### config.mk
export PLATFORM = sky130hd
export DESIGN_NAME = dma_burst_channel
export DESIGN_NICKNAME = d
export VERILOG_FILES = /design/src/rtl/dma_chan_pkg.sv /design/src/rtl/dma_cfg_regs.sv /design/src/rtl/dma_addr_count.sv /design/src/rtl/dma_bus_seq.sv /design/src/rtl/dma_burst_channel.sv
export SDC_FILE = /design/constraint.sdc
export NUM_CORES = 1
export LEC_CHECK = 0
export BUFFER_PORTS_ARGS = -buffer_cell sky130_fd_sc_hd__buf_2
export CORE_MARGIN = 5
export CORE_UTILIZATION = 49
export CTS_BUF_LIST = sky130_fd_sc_hd__clkbuf_4 sky130_fd_sc_hd__clkbuf_8 sky130_fd_sc_hd__clkbuf_16
export DETAILED_ROUTE_END_ITERATION = 8
export PLACE_DENSITY = 0.73
export SKIP_CTS_REPAIR_TIMING = 1
export SYNTH_ARGS = -nofsm -noshare
export SYNTH_HDL_FRONTEND = slang
export SYNTH_SLANG_ARGS = --single-unit
### constraint.sdc
create_clock -name clk -period 2.7 [get_ports clk]
set_clock_uncertainty 0.2 [all_clocks]
set_input_delay 0.405 -clock clk [delete_from_list [all_inputs] [get_ports clk]]
set_output_delay 0.405 -clock clk [all_outputs]
set_load 0.05 [all_outputs]
### src/rtl/dma_chan_pkg.sv
package dma_chan_pkg;

    typedef enum logic [1:0] {
        ST_IDLE  = 2'd0,
        ST_REQ   = 2'd1,
        ST_READ  = 2'd2,
        ST_WRITE = 2'd3
    } seq_state_e;

    typedef struct packed {
        logic done;
        logic dst_inc;
        logic src_inc;
        logic word;
        logic burst;
        logic master_en;
        logic chan_en;
    } chan_cfg_t;

    localparam logic [1:0] SEL_SRC  = 2'd0;
    localparam logic [1:0] SEL_DST  = 2'd1;
    localparam logic [1:0] SEL_CNT  = 2'd2;
    localparam logic [1:0] SEL_CTRL = 2'd3;

    localparam int unsigned CFG_W = $bits(chan_cfg_t);

endpackage

### src/rtl/dma_cfg_regs.sv
module dma_cfg_regs
    import dma_chan_pkg::*;
(
    input  logic       clk,
    input  logic       rst_n,
    input  logic       cfg_wr,
    input  logic [5:0] cfg_wdata,
    input  logic       nmi,
    input  logic       tc,
    output chan_cfg_t  cfg_q,
    output logic       go
);

    chan_cfg_t cfg_d;

    always_comb begin
        cfg_d = cfg_q;
        if (cfg_wr) begin
            cfg_d.chan_en   = cfg_wdata[0];
            cfg_d.master_en = cfg_wdata[1];
            cfg_d.burst     = cfg_wdata[2];
            cfg_d.word      = cfg_wdata[3];
            cfg_d.src_inc   = cfg_wdata[4];
            cfg_d.dst_inc   = cfg_wdata[5];
            cfg_d.done      = 1'b0;
        end
        if (tc) begin
            cfg_d.chan_en = 1'b0;
            cfg_d.done    = 1'b1;
        end
        // abort applies to burst mode only; it outranks a same-cycle write
        if (nmi && cfg_q.burst) begin
            cfg_d.master_en = 1'b0;
        end
    end

    // enable seen by the sequencer already reflects an abort arriving this cycle
    assign go = cfg_q.chan_en && cfg_q.master_en && !(nmi && cfg_q.burst);

    always_ff @(posedge clk) begin
        if (!rst_n) begin
            cfg_q <= '0;
        end else begin
            cfg_q <= cfg_d;
        end
    end

endmodule

### src/rtl/dma_addr_count.sv
module dma_addr_count #(
    parameter int unsigned ADDR_W = 16,
    parameter int unsigned CNT_W  = 8
) (
    input  logic              clk,
    input  logic              rst_n,
    input  logic              wr_src,
    input  logic              wr_dst,
    input  logic              wr_cnt,
    input  logic [ADDR_W-1:0] wdata,
    input  logic              unit_done,
    input  logic              word,
    input  logic              src_inc,
    input  logic              dst_inc,
    output logic [ADDR_W-1:0] src_addr,
    output logic [ADDR_W-1:0] dst_addr,
    output logic [CNT_W-1:0]  count,
    output logic              last,
    output logic              empty
);

    localparam logic [ADDR_W-1:0] STEP_BYTE = ADDR_W'(1);
    localparam logic [ADDR_W-1:0] STEP_WORD = ADDR_W'(2);
    localparam logic [CNT_W-1:0]  CNT_ONE   = CNT_W'(1);

    typedef struct packed {
        logic [ADDR_W-1:0] src;
        logic [ADDR_W-1:0] dst;
        logic [CNT_W-1:0]  cnt;
    } ac_state_t;

    ac_state_t ac_d, ac_q;
    logic [ADDR_W-1:0] step;

    assign step = word ? STEP_WORD : STEP_BYTE;

    always_comb begin
        ac_d = ac_q;
        if (wr_src) ac_d.src = wdata;
        if (wr_dst) ac_d.dst = wdata;
        if (wr_cnt) ac_d.cnt = wdata[CNT_W-1:0];
        if (unit_done) begin
            if (src_inc) ac_d.src = ac_q.src + step;
            if (dst_inc) ac_d.dst = ac_q.dst + step;
            ac_d.cnt = ac_q.cnt - CNT_ONE;
        end
    end

    always_ff @(posedge clk) begin
        if (!rst_n) begin
            ac_q <= '0;
        end else begin
            ac_q <= ac_d;
        end
    end

    assign src_addr = ac_q.src;
    assign dst_addr = ac_q.dst;
    assign count    = ac_q.cnt;
    assign last     = (ac_q.cnt == CNT_ONE);
    assign empty    = (ac_q.cnt == '0);

endmodule

### src/rtl/dma_bus_seq.sv
module dma_bus_seq
    import dma_chan_pkg::*;
#(
    parameter int unsigned DATA_W = 16
) (
    input  logic              clk,
    input  logic              rst_n,
    input  logic              go,
    input  logic              burst,
    input  logic              word,
    input  logic              empty,
    input  logic              last,
    input  logic              bus_gnt,
    input  logic              bus_rdy,
    input  logic [DATA_W-1:0] bus_rdata,
    output logic              bus_req,
    output logic              bus_rd,
    output logic              bus_wr,
    output logic [DATA_W-1:0] bus_wdata,
    output logic              unit_done,
    output logic              tc
);

    localparam int unsigned HI_W = DATA_W - 8;

    typedef struct packed {
        seq_state_e        st;
        logic [DATA_W-1:0] data;
    } seq_t;

    seq_t seq_d, seq_q;

    always_comb begin
        seq_d     = seq_q;
        bus_req   = 1'b0;
        bus_rd    = 1'b0;
        bus_wr    = 1'b0;
        unit_done = 1'b0;
        tc        = 1'b0;
        unique case (seq_q.st)
            ST_IDLE: begin
                if (go && !empty) seq_d.st = ST_REQ;
            end
            ST_REQ: begin
                bus_req = 1'b1;
                // request is held until granted; enables are rechecked then
                if (bus_gnt) seq_d.st = go ? ST_READ : ST_IDLE;
            end
            ST_READ: begin
                bus_req = 1'b1;
                bus_rd  = 1'b1;
                if (bus_rdy) begin
                    seq_d.data = bus_rdata;
                    seq_d.st   = ST_WRITE;
                end
            end
            ST_WRITE: begin
                bus_req = 1'b1;
                bus_wr  = 1'b1;
                if (bus_rdy) begin
                    unit_done = 1'b1;
                    if (last) begin
                        tc       = 1'b1;
                        seq_d.st = ST_IDLE;
                    end else if (burst && go) begin
                        seq_d.st = ST_READ;
                    end else begin
                        seq_d.st = ST_IDLE;
                    end
                end
            end
            default: seq_d.st = ST_IDLE;
        endcase
    end

    always_ff @(posedge clk) begin
        if (!rst_n) begin
            seq_q <= '{st: ST_IDLE, data: '0};
        end else begin
            seq_q <= seq_d;
        end
    end

    assign bus_wdata = word ? seq_q.data : {{HI_W{1'b0}}, seq_q.data[7:0]};

endmodule

### src/rtl/dma_burst_channel.sv
module dma_burst_channel
    import dma_chan_pkg::*;
#(
    parameter int unsigned ADDR_W = 16,
    parameter int unsigned DATA_W = 16,
    parameter int unsigned CNT_W  = 8
) (
    input  logic              clk,
    input  logic              rst_n,
    input  logic              reg_wr,
    input  logic [1:0]        reg_sel,
    input  logic [ADDR_W-1:0] reg_wdata,
    output logic [ADDR_W-1:0] reg_rdata,
    input  logic              nmi,
    output logic              bus_req,
    input  logic              bus_gnt,
    output logic              bus_rd,
    output logic              bus_wr,
    output logic              bus_word,
    output logic [ADDR_W-1:0] bus_addr,
    output logic [DATA_W-1:0] bus_wdata,
    input  logic [DATA_W-1:0] bus_rdata,
    input  logic              bus_rdy,
    output logic              done
);

    chan_cfg_t         cfg_q;
    logic              go;
    logic              tc;
    logic              unit_done;
    logic [ADDR_W-1:0] src_addr;
    logic [ADDR_W-1:0] dst_addr;
    logic [CNT_W-1:0]  count;
    logic              last;
    logic              empty;

    dma_cfg_regs i_cfg (
        .clk       (clk),
        .rst_n     (rst_n),
        .cfg_wr    (reg_wr && (reg_sel == SEL_CTRL)),
        .cfg_wdata (reg_wdata[5:0]),
        .nmi       (nmi),
        .tc        (tc),
        .cfg_q     (cfg_q),
        .go        (go)
    );

    dma_addr_count #(
        .ADDR_W (ADDR_W),
        .CNT_W  (CNT_W)
    ) i_ac (
        .clk       (clk),
        .rst_n     (rst_n),
        .wr_src    (reg_wr && (reg_sel == SEL_SRC)),
        .wr_dst    (reg_wr && (reg_sel == SEL_DST)),
        .wr_cnt    (reg_wr && (reg_sel == SEL_CNT)),
        .wdata     (reg_wdata),
        .unit_done (unit_done),
        .word      (cfg_q.word),
        .src_inc   (cfg_q.src_inc),
        .dst_inc   (cfg_q.dst_inc),
        .src_addr  (src_addr),
        .dst_addr  (dst_addr),
        .count     (count),
        .last      (last),
        .empty     (empty)
    );

    dma_bus_seq #(
        .DATA_W (DATA_W)
    ) i_seq (
        .clk       (clk),
        .rst_n     (rst_n),
        .go        (go),
        .burst     (cfg_q.burst),
        .word      (cfg_q.word),
        .empty     (empty),
        .last      (last),
        .bus_gnt   (bus_gnt),
        .bus_rdy   (bus_rdy),
        .bus_rdata (bus_rdata),
        .bus_req   (bus_req),
        .bus_rd    (bus_rd),
        .bus_wr    (bus_wr),
        .bus_wdata (bus_wdata),
        .unit_done (unit_done),
        .tc        (tc)
    );

    assign bus_addr = bus_wr ? dst_addr : src_addr;
    assign bus_word = cfg_q.word;
    assign done     = cfg_q.done;

    always_comb begin
        unique case (reg_sel)
            SEL_SRC:  reg_rdata = src_addr;
            SEL_DST:  reg_rdata = dst_addr;
            SEL_CNT:  reg_rdata = ADDR_W'(count);
            default:  reg_rdata = ADDR_W'(cfg_q);
        endcase
    end

endmodule

==> out/metrics.yaml, run 1 <==
run_status:
  status: "complete, no violations"
clock_network:
  clk_pin_slew_ps: 80
  cts_tree: "yes"
  cts_sinks: 65
  clk_latency_ps: 350
  clockBufferDepth: 2
  htreeDepth: 3
  cts_made_buffers: 9
  cts_root_buffer: "clkbuf_8"
layout:
  stdcell_area_sq_um: 4866
  final_nets: 643
  drive_above_1_share_pct: 26.71
  syn_to_final_growth_pct: 18.31
  n_fill_cell: 775
  antennaDiodeCount: 0
detailed_routing:
  dr_total_vias: 4404
  drt-initial-drc-count: 341
  via_per_inst: 6.256
  wl_um: 13040
  drt_pre_antenna_iters: 6
  wl_per_cell_um: 18.52
  antenna_left: 0
  drc: 0
yosys:
  ys_seq_elements: 65
  synthCells: 518
  synth-edff-count: 0
  ys_async_sr_fraction_pct: 0
  synth_seq_area_share_pct: 31.64
  netlist_area_sq_um: 4113
  synth_fp_nets: 567
  yosys_most_used_dff: "dfxtp_1"
  ys_types: 60
  yosys_warnings: 0
  avgSynthCellArea_sq_um: 7.940
pwr:
  p_leak_nw: 2.000
  irDropWorstVdd_mv: 0.2768
  p_per_area_nw_per_um2: 463.4
timing:
  max_freq_mhz: 393.8
  rsz0062_at_grt: "yes"
  relSlewSlack_pct: 47.34
  min_period_over_period_pct: 94.06
  worst_pin_slew_ps: 789.9
  setup_violations: 0
  hold_viol_final: 0
  whs_ps: 70.22
  period_minus_slack_ps: 2540
  drv_slew: 0
die:
  die-area_sq_um: 10330
  die_y_um: 101.6
  num_rows: 33
  initial_utilization_pct: 50.05
  core_sq_um: 8217
  num_io_pins: 93
  die_w_um: 101.6
worst_setup_path:
  crit_chain: "inv_1, ha_1, inv_1, fa_1, nand3b_1, nor4_1, a221oi_1, o31a_1"
  reg2reg_to: "i_ac.src_addr[10]"
  rr_startpoint: "i_cfg.cfg_q[3]"
  worstPathRequired_ps: 2750
  start_kind: "register"
  ff2ff_path_depth: 8
  critPathArrivalTime_ps: 2590
  cp_max_fo: 7
  cp_slowest_cell: "nor4_1"
  cp_common_cell: "inv_1"
  crit_family: "simple AND/OR/NAND/NOR gates"
  critical_path_class: "register to register"
  crit_buf_inv: 2
  slowest_delay_ps: 460
  reg2reg_slack_ps: 160
  setup.worst_path.end_class: "register"
global_routing:
  grt_pass1_vias: 3940
  antenna_found_initial: 0
  grt_max_degree: 50
  track_usage_pct: 25.34
  grt_pass1_wl_um: 20240
  overflow: 0
place:
  port_buffers: 92
  gp_congestion: 0.8962
  hpwl_um: 9334
  post_dp_cell_area_sq_um: 4634
flow_run:
  maxCapViolCount: 0
hold_path:
  holdCritStartpoint: "nmi"
  hold_class: "input port to register"
  hold_depth: 2
  min_to: "i_cfg.cfg_q[1]"
-- worst register-to-register path: stages, from the launching register on --
cell and delay [ps]:
dfxtp_2 330, inv_1 160, ha_1 210, inv_1 60
fa_1 400, nand3b_1 340, nor4_1 470, a221oi_1 150
o31a_1 140
-- per-layer routing --
metal	up-vias	part of all wire, %	global-route usage (%)
met2	225	46	39.19
met1	2097	42	34.24
met3	34	9.2	4.545
met4	0	2.7	11.96
li1	2048	-	-
met5	-	0	0
-- cell usage in the layout, fill, tap and decap left out, types with 3 or more instances in the layout --
cell type / count
a211oi_1: 6
a21o_1: 5
a21oi_1: 52
a221oi_1: 4
a22oi_1: 4
a2bb2oi_1: 3
a311oi_1: 5
a31oi_1: 8
and2_1: 15
and3_1: 10
and3b_1: 3
buf_2: 92
buf_4: 19
clkbuf_8: 9
dfxtp_1: 64
ha_1: 7
inv_1: 14
mux2_2: 15
mux2i_1: 14
mux4_2: 6
nand2_1: 75
nand3_1: 15
nand3b_1: 4
nand4_1: 8
nor2_1: 28
nor3_1: 17
nor4_1: 13
o211ai_1: 6
o21a_1: 3
o21ai_0: 20
o22ai_1: 3
or3_1: 3
or4_1: 3
xnor2_1: 3
-- worst max-delay path by stage --
stage	start	endpoint	cells past startpoint
2_1_floorplan	i_seq.seq_q[16]	bus_addr[1]	4
3_3_place_gp	i_cfg.cfg_q[3]	i_ac.dst_addr[10]	8
6_report	i_cfg.cfg_q[3]	i_ac.src_addr[10]	8
3_5_place_dp	i_cfg.cfg_q[3]	i_ac.dst_addr[10]	8
5_1_grt	i_cfg.cfg_q[3]	i_ac.src_addr[10]	8
4_1_cts	i_cfg.cfg_q[3]	i_ac.dst_addr[10]	8
-- layout make-up --
class,count,area (sq um),share of cell area (%)
Multi-Input combinational cell,392,2537,52.15
Tap cell,105,131.4,2.700
Sequential cell,65,1303,26.77
Clock inverter,7,95.09,1.954
Clock buffer,9,123.9,2.546
Timing Repair Buffer,112,623.1,12.81
Inverter,14,52.55,1.080
-- stage by stage --
step / util [%] / power [mW] / worst slack (ps) / std cells / setup TNS, ps
2_1_floorplan: - / 1.219 / -95.27 / 518 / -269.1
3_3_place_gp: 56.40 / 1.327 / 222.0 / 688 / 0
3_5_place_dp: 56.40 / 1.334 / 179.0 / 688 / 0
4_1_cts: 59.07 / 2.263 / 161.8 / 704 / 0
5_1_grt: 59.22 / 2.336 / -0.3944 / 704 / -0.3944
6_report: 59.22 / 2.255 / 160.3 / 704 / 0
-- synthesized netlist by cell type, drive strengths merged (4+ instances only) --
cell | number | area share [%]
nand2 | 75 | 6.8
dfxtp | 65 | 32
a21oi | 53 | 6.5
clkbuf | 32 | 3.4
nor2 | 28 | 2.6
o21ai | 22 | 2.7
nor3 | 17 | 2.1
nand3 | 16 | 2.1
and2 | 15 | 2.3
buf | 15 | 2.3
mux2 | 15 | 4.1
nor4 | 15 | 2.3
inv | 14 | 1.3
mux2i | 14 | 3.4
and3 | 10 | 1.5
a31oi | 8 | 1.2
nand4 | 8 | 1.2
ha | 7 | 2.1
mux4 | 7 | 3.9
a211oi | 6 | 1.1
o211ai | 6 | 1.1
a21o | 5 | 0.91
a311oi | 5 | 1.1
a221oi | 4 | 0.85
a22oi | 4 | 0.73
nand3b | 4 | 0.73
-- state kept, by name, indices dropped and copies added, names as in the netlist --
name	flops
i_seq.seq_q	18
i_ac.dst_addr	16
i_ac.src_addr	16
i_ac.count	8
i_cfg.cfg_q	7
-- cells by family after synthesis --
kind of cell               synth area share (%)
AOI/OAI and AO/OA                         20.87
xor gates and xnor gates                 0.6390
adders and majority gates                 3.103
buffers and inverters                     7.058
DFF                                       31.64
muxes                                     11.44
and+or+nand+nor                           25.25
-- where the power goes --
part / internal, mW / switching [mW]
registers: 0.982 / 0.0411
clock network: 0.519 / 0.418
logic: 0.105 / 0.189
total: 1.61 / 0.648
(Power assumes the default switching activity.)
==> run 2: changes to the inputs <==
--- a/config.mk
+++ b/config.mk
@@ -6,6 +6,7 @@
 export NUM_CORES = 1
 export LEC_CHECK = 0
 export BUFFER_PORTS_ARGS = -buffer_cell sky130_fd_sc_hd__buf_2
+export CAP_MARGIN = 20
 export CORE_MARGIN = 5
 export CORE_UTILIZATION = 49
 export CTS_BUF_LIST = sky130_fd_sc_hd__clkbuf_4 sky130_fd_sc_hd__clkbuf_8 sky130_fd_sc_hd__clkbuf_16
==> constraint.sdc (replaced) <==
create_clock -name clk -period 2.1 [get_ports clk]
set_clock_uncertainty 0.2 [all_clocks]
set_input_delay 0.315 -clock clk [delete_from_list [all_inputs] [get_ports clk]]
set_output_delay 0.315 -clock clk [all_outputs]
set_load 0.05 [all_outputs]
==> run 2 against run 1 <==
Net effect:
- the run now ends with setup timing left
- combinational power grew 42%
- first-iteration DRC count shrank 10%
- worst hold slack lost 70 ps
- critical path depth grew 1
- largest cell class unchanged
==> out/metrics.yaml, run 2 (same netlist as run 1, synthesis figures left out) <==
run_status:
  status: "finished, violations left"
  violations: "setup timing"
clock_network:
  clk_latency_ps: 350  # about the same
  clockBufferDepth: 2  # unchanged
  htreeDepth: 3  # unchanged
  cts_root_buffer: "clkbuf_8"
  clk_pin_slew_ps: 70  # about the same
  cts_made_buffers: 9  # unchanged
  cts_tree: "yes"
  cts_sinks: 65  # unchanged
global_routing:
  grt_pass1_wl_um: 20990  # +3.7%
  antenna_found_initial: 0  # unchanged
  grt_pass1_vias: 4236  # +7.5%
  overflow: 0  # unchanged
  track_usage_pct: 25.81  # +0.47 points
  grt_max_degree: 39  # -22%
layout:
  layout_commonest_cell: "buf_2"
  syn_to_final_growth_pct: 30.24
  antennaDiodeCount: 0  # unchanged
  fin_util_pct: 65.19  # +6.0 points
  final_nets: 675  # +5.0%
  regMostFlops: "i_seq.seq_q"
  largest_reg_flops: 18  # unchanged
  final_cell_mix: "buf_2, nand2_1, dfxtp_1"
  drive_above_1_share_pct: 34.87  # +8.2 points
hold_path:
  hold_depth: 3  # +1
  hold_class: "input port to register"
  min_to: "i_seq.seq_q[3]"
  holdCritStartpoint: "bus_rdata[3]"
worst_setup_path:
  reg2reg_to: "i_ac.dst_addr[8]"
  critical_path_class: "register to register"
  worstPathRequired_ps: 2150  # -600 ps
  ff2ff_path_depth: 9  # +1
  critPathArrivalTime_ps: 2240  # -350 ps
  critPathLaunch: "i_cfg.cfg_q[3]"
  setup.worst_path.end_class: "register"
  start_kind: "register"
  rr_startpoint: "i_cfg.cfg_q[3]"
  cp_max_fo: 4  # -3
  reg2reg_slack_ps: -90  # -250 ps
die:
  die-area_sq_um: 10330  # unchanged
  die_y_um: 101.6  # unchanged
  core_sq_um: 8217  # unchanged
  num_io_pins: 93  # unchanged
  die_w_um: 101.6  # unchanged
  initial_utilization_pct: 50.05  # unchanged
  num_rows: 33  # unchanged
detailed_routing:
  drc: 0  # unchanged
  wl_um: 13380  # +2.7%
  wl_per_cell_um: 18.18  # -1.8%
  drt_pre_antenna_iters: 5  # -1
  drt-initial-drc-count: 306  # -10%
  via_per_inst: 6.163  # -1.5%
  dr_total_vias: 4536  # +3.0%
  antenna_left: 0  # unchanged
timing:
  whs_ps: 0.1140  # -70.10 ps
  period_minus_slack_ps: 2190  # -349.6 ps
  max_freq_mhz: 456.6  # +16%
  rsz0062_at_grt: "yes"
  hold_viol_final: 0  # unchanged
  relSlewSlack_pct: 68.51  # +21 points
  setup_violations: 7  # +7
  min_period_over_period_pct: 104.3  # +10 points
  finalWorstSetupSlack_ps: -90.09  # -250.4 ps
  drv_slew: 0  # unchanged
  worst_pin_slew_ps: 470.6  # -319.3 ps
place:
  port_buffers: 92  # unchanged
  hpwl_um: 9699  # +3.9%
  gp_congestion: 0.9317  # +4.0%
flow_run:
  maxCapViolCount: 0  # unchanged
pwr:
  p_leak_nw: 2.253  # +13%
  irDropWorstVdd_mv: 0.3893  # +41%
  p_per_area_nw_per_um2: 531.4  # +15%
-- run 2: changes by cell type in the layout (fill, tap and decap cells not counted), sizes merged --
cell / delta
buf: +25
bufinv: -1
clkbuf: +4
dlygate4sd3: +4
-- run 2: worst max path at each step --
stage / to / slack (ps) / depth (start not counted)
after floorplan: i_ac.dst_addr[10] / -280 / 9
after global placement: i_ac.dst_addr[15] / -30 / 6
after detailed placement: i_ac.dst_addr[10] / -90 / 8
after CTS: i_ac.dst_addr[10] / -110 / 8
after global routing: i_ac.dst_addr[14] / -190 / 10
final: i_ac.dst_addr[8] / -90 / 9
-- run 2: cell type report --
class | instances | area, sq um
clock buffer | 10 | 137.6
sequential | 65 | 1308
fill | 693 | 2860
inverter | 14 | 63.81
tap | 105 | 131.4
multi-input combinational | 392 | 2745
clock inverter | 6 | 66.31
timing repair buffer | 144 | 904.6
-- run 2: worst max-delay path, stage by stage, from the launching register on --
cell and delay, ps:
dfxtp_4 380, inv_8 70, ha_4 130, inv_2 30, fa_2 330, nand3b_1 260, buf_6 180, o31ai_1 240
a21oi_1 90, nor4_1 180
-- run 2: stage by stage --
stage	instances	setup slack [ps]	cell area [sq um]	setup TNS, ps	total power [mW]
detailed placement	714	-91.43	4941	-438.4	1.733
CTS	730	-111.4	5145	-868.0	2.837
floorplan	518	-275.1	4257	-1913	1.576
finish	736	-90.09	5356	-374.0	2.846
global route	736	-192.1	5356	-1740	2.956
global placement	714	-34.69	4941	-59.93	1.726
-- run 2: layer usage --
| layer | global-route usage, % | vias to the layer above | share of wire, % |
|---|---|---|---|
| met5 | 0 | - | 0 |
| met2 | 42.81 | 227 | 48 |
| met1 | 33.04 | 2171 | 41 |
| met3 | 4.545 | 32 | 8.7 |
| li1 | - | 2106 | - |
| met4 | 10.84 | 0 | 3.1 |
-- run 2: report_power, final --
| group | switching (mW) | internal [mW] |
|---|---|---|
| Sequential | 0.0469 | 1.26 |
| Clock | 0.534 | 0.585 |
| Combinational | 0.259 | 0.159 |
| Total | 0.840 | 2.01 |
==> run 3: changes to the inputs <==
--- a/config.mk
+++ b/config.mk
@@ -5,12 +5,14 @@
 export SDC_FILE = /design/constraint.sdc
 export NUM_CORES = 1
 export LEC_CHECK = 0
-export BUFFER_PORTS_ARGS = -buffer_cell sky130_fd_sc_hd__buf_2
 export CAP_MARGIN = 20
+export CELL_PAD_IN_SITES_DETAIL_PLACEMENT = 1
+export CELL_PAD_IN_SITES_GLOBAL_PLACEMENT = 1
 export CORE_MARGIN = 5
-export CORE_UTILIZATION = 49
+export CORE_UTILIZATION = 42
 export CTS_BUF_LIST = sky130_fd_sc_hd__clkbuf_4 sky130_fd_sc_hd__clkbuf_8 sky130_fd_sc_hd__clkbuf_16
 export DETAILED_ROUTE_END_ITERATION = 8
+export DONT_BUFFER_PORTS = 1
 export PLACE_DENSITY = 0.73
 export SKIP_CTS_REPAIR_TIMING = 1
 export SYNTH_ARGS = -nofsm -noshare
==> run 3 against run 2 <==
Net effect:
- the run ends with hold timing, setup timing left
- die area increased by 15%
- cell area decreased by 2.1%
- setup slack improved by 53 ps
- routed wire length increased by 17%
- total power decreased by 0.68%
- global-route usage decreased by 1.4 points
- critical path depth decreased by 7
- fmax increased by 2.5%
- core utilization decreased by 11 points
- worst hold slack got worse by 22 ps
- combinational power decreased by 5.7%
- clock power about the same
==> out/metrics.yaml, run 3 (same netlist as run 1, synthesis figures left out) <==
run_status:
  status: "finished, violations left"
  violations: "hold timing, setup timing"
place:
  port_buffers: 0  # -100%
  preCtsSetupSlack_ps: -137.7  # -46.23 ps
  hpwl_um: 10870  # +12%
  gp_congestion: 0.8712  # -6.5%
worst_setup_path:
  rr_startpoint: "i_cfg.cfg_q[3]"
  ff2ff_path_depth: 9  # unchanged
  reg2reg_slack_ps: -30  # +60 ps
  start_kind: "register"
  critPathArrivalTime_ps: 1620  # -620 ps
  worstPathRequired_ps: 1580  # -570 ps
  critPathLaunch: "i_cfg.cfg_q[3]"
  setup.worst_path.end_class: "output port"
  cp_max_fo: 11  # +7
  critical_path_class: "register to output port"
  reg2reg_to: "i_ac.dst_addr[8]"
hold_path:
  hold_depth: 2  # -1
  hold_class: "input port to register"
  holdCritStartpoint: "reg_wdata[4]"
  min_to: "i_ac.src_addr[4]"
layout:
  fin_util_pct: 54.40  # -11 points
  final_cell_mix: "nand2_1, dfxtp_1, a21oi_1"
  antennaDiodeCount: 0  # unchanged
  drive_above_1_share_pct: 22.96  # -12 points
  layout_commonest_cell: "nand2_1"
  syn_to_final_growth_pct: 27.50
  final_nets: 620  # -8.1%
  largest_reg_flops: 18  # unchanged
  regMostFlops: "i_seq.seq_q"
  n_fill_cell: 1157  # +67%
global_routing:
  grt_pass1_wl_um: 22380  # +6.6%
  track_usage_pct: 24.46  # -1.4 points
  grt_max_degree: 42  # +7.7%
  overflow: 0  # unchanged
  antenna_found_initial: 0  # unchanged
  grt_pass1_vias: 4092  # -3.4%
clock_network:
  cts_root_buffer: "clkbuf_8"
  cts_tree: "yes"
  clk_latency_ps: 350  # about the same
  clk_pin_slew_ps: 70  # about the same
  cts_sinks: 65  # unchanged
  htreeDepth: 3  # unchanged
  clockBufferDepth: 2  # unchanged
  cts_made_buffers: 9  # unchanged
detailed_routing:
  drt-initial-drc-count: 239  # -22%
  drt_pre_antenna_iters: 4  # -1
  wl_per_cell_um: 22.03  # +21%
  antenna_left: 0  # unchanged
  drc: 0  # unchanged
  dr_total_vias: 4296  # -5.3%
  via_per_inst: 6.068  # -1.5%
  wl_um: 15600  # +17%
pwr:
  irDropWorstVdd_mv: 0.3464  # -11%
  p_leak_nw: 1.955  # -13%
  p_per_area_nw_per_um2: 539.1  # +1.5%
timing:
  min_period_over_period_pct: 101.8  # -2.5 points
  relSlewSlack_pct: 53.54  # -15 points
  whs_ps: -21.93  # -22.04 ps
  hold_viol_final: 3  # +3
  worst_pin_slew_ps: 694.6  # +224.1 ps
  setup_violations: 4  # -3
  finalWorstSetupSlack_ps: -37.45  # +52.65 ps
  final.setup.tns_ps: -105.8  # +268.2 ps
  drv_slew: 0  # unchanged
  period_minus_slack_ps: 2137  # -52.65 ps
  max_freq_mhz: 467.8  # +2.5%
  rsz0062_at_grt: "yes"
die:
  num_io_pins: 93  # unchanged
  die_y_um: 109.0  # +7.2%
  die_w_um: 109.0  # +7.2%
  core_sq_um: 9639  # +17%
  die-area_sq_um: 11870  # +15%
  num_rows: 36  # +9.1%
  initial_utilization_pct: 42.67  # -7.4 points
flow_run:
  maxCapViolCount: 0  # unchanged
==> run 3: cell count changes in the layout (fill, tap and decap cells not counted), sizes merged <==
cell         previous run  this run
buf                   137        55
dlygate4sd3             4        34
inv                    14        12
clkbuf                 13        12
clkinv                  4         3
==> run 3: worst max-delay path by stage <==
stage                     cells past startpoint           endpoint
after detailed placement                      8  i_ac.dst_addr[10]
after floorplan                               9  i_ac.dst_addr[10]
after global placement                        8  i_ac.dst_addr[10]
after CTS                                     8  i_ac.dst_addr[10]
final                                         2       reg_rdata[3]
after global routing                          9   i_ac.dst_addr[8]
==> run 3: cell type report <==
| class | instances | area [sq um] | area share, % |
|---|---|---|---|
| inverter | 14 | 63.81 | 1.217 |
| tap | 133 | 166.4 | 3.173 |
| timing repair buffer | 89 | 823.3 | 15.70 |
| sequential | 65 | 1308 | 24.93 |
| clock inverter | 3 | 40.04 | 0.7635 |
| clock buffer | 12 | 158.9 | 3.030 |
| multi-input combinational | 392 | 2684 | 51.18 |
==> run 3: stage by stage <==
stage / power (mW) / instances / area (sq um)
CTS: 2.769 / 672 / 4805
floorplan: 1.576 / 518 / 4257
finish: 2.827 / 708 / 5244
detailed placement: 1.654 / 657 / 4606
global route: 2.923 / 708 / 5244
global placement: 1.645 / 657 / 4606
==> run 3: report_power, final <==
group,internal (mW),switching [mW]
combinational,0.164,0.231
sequential,1.26,0.0466
clock,0.617,0.507
==> run 3: critical path, cell delays in order (launching register included) <==
cell	delay [ps]
dfxtp_4	370
buf_4	230
mux4_2	670
==> run 3: layer usage <==
layer  track usage [%]  routed length [um]  vias to the layer above
li1                  -                   -                     1997
met1             30.14                6334                     2118
met2             40.00                7486                      149
met3             8.171                1296                       32
met4             8.206                 483                        0
met5                 0                   0                        -
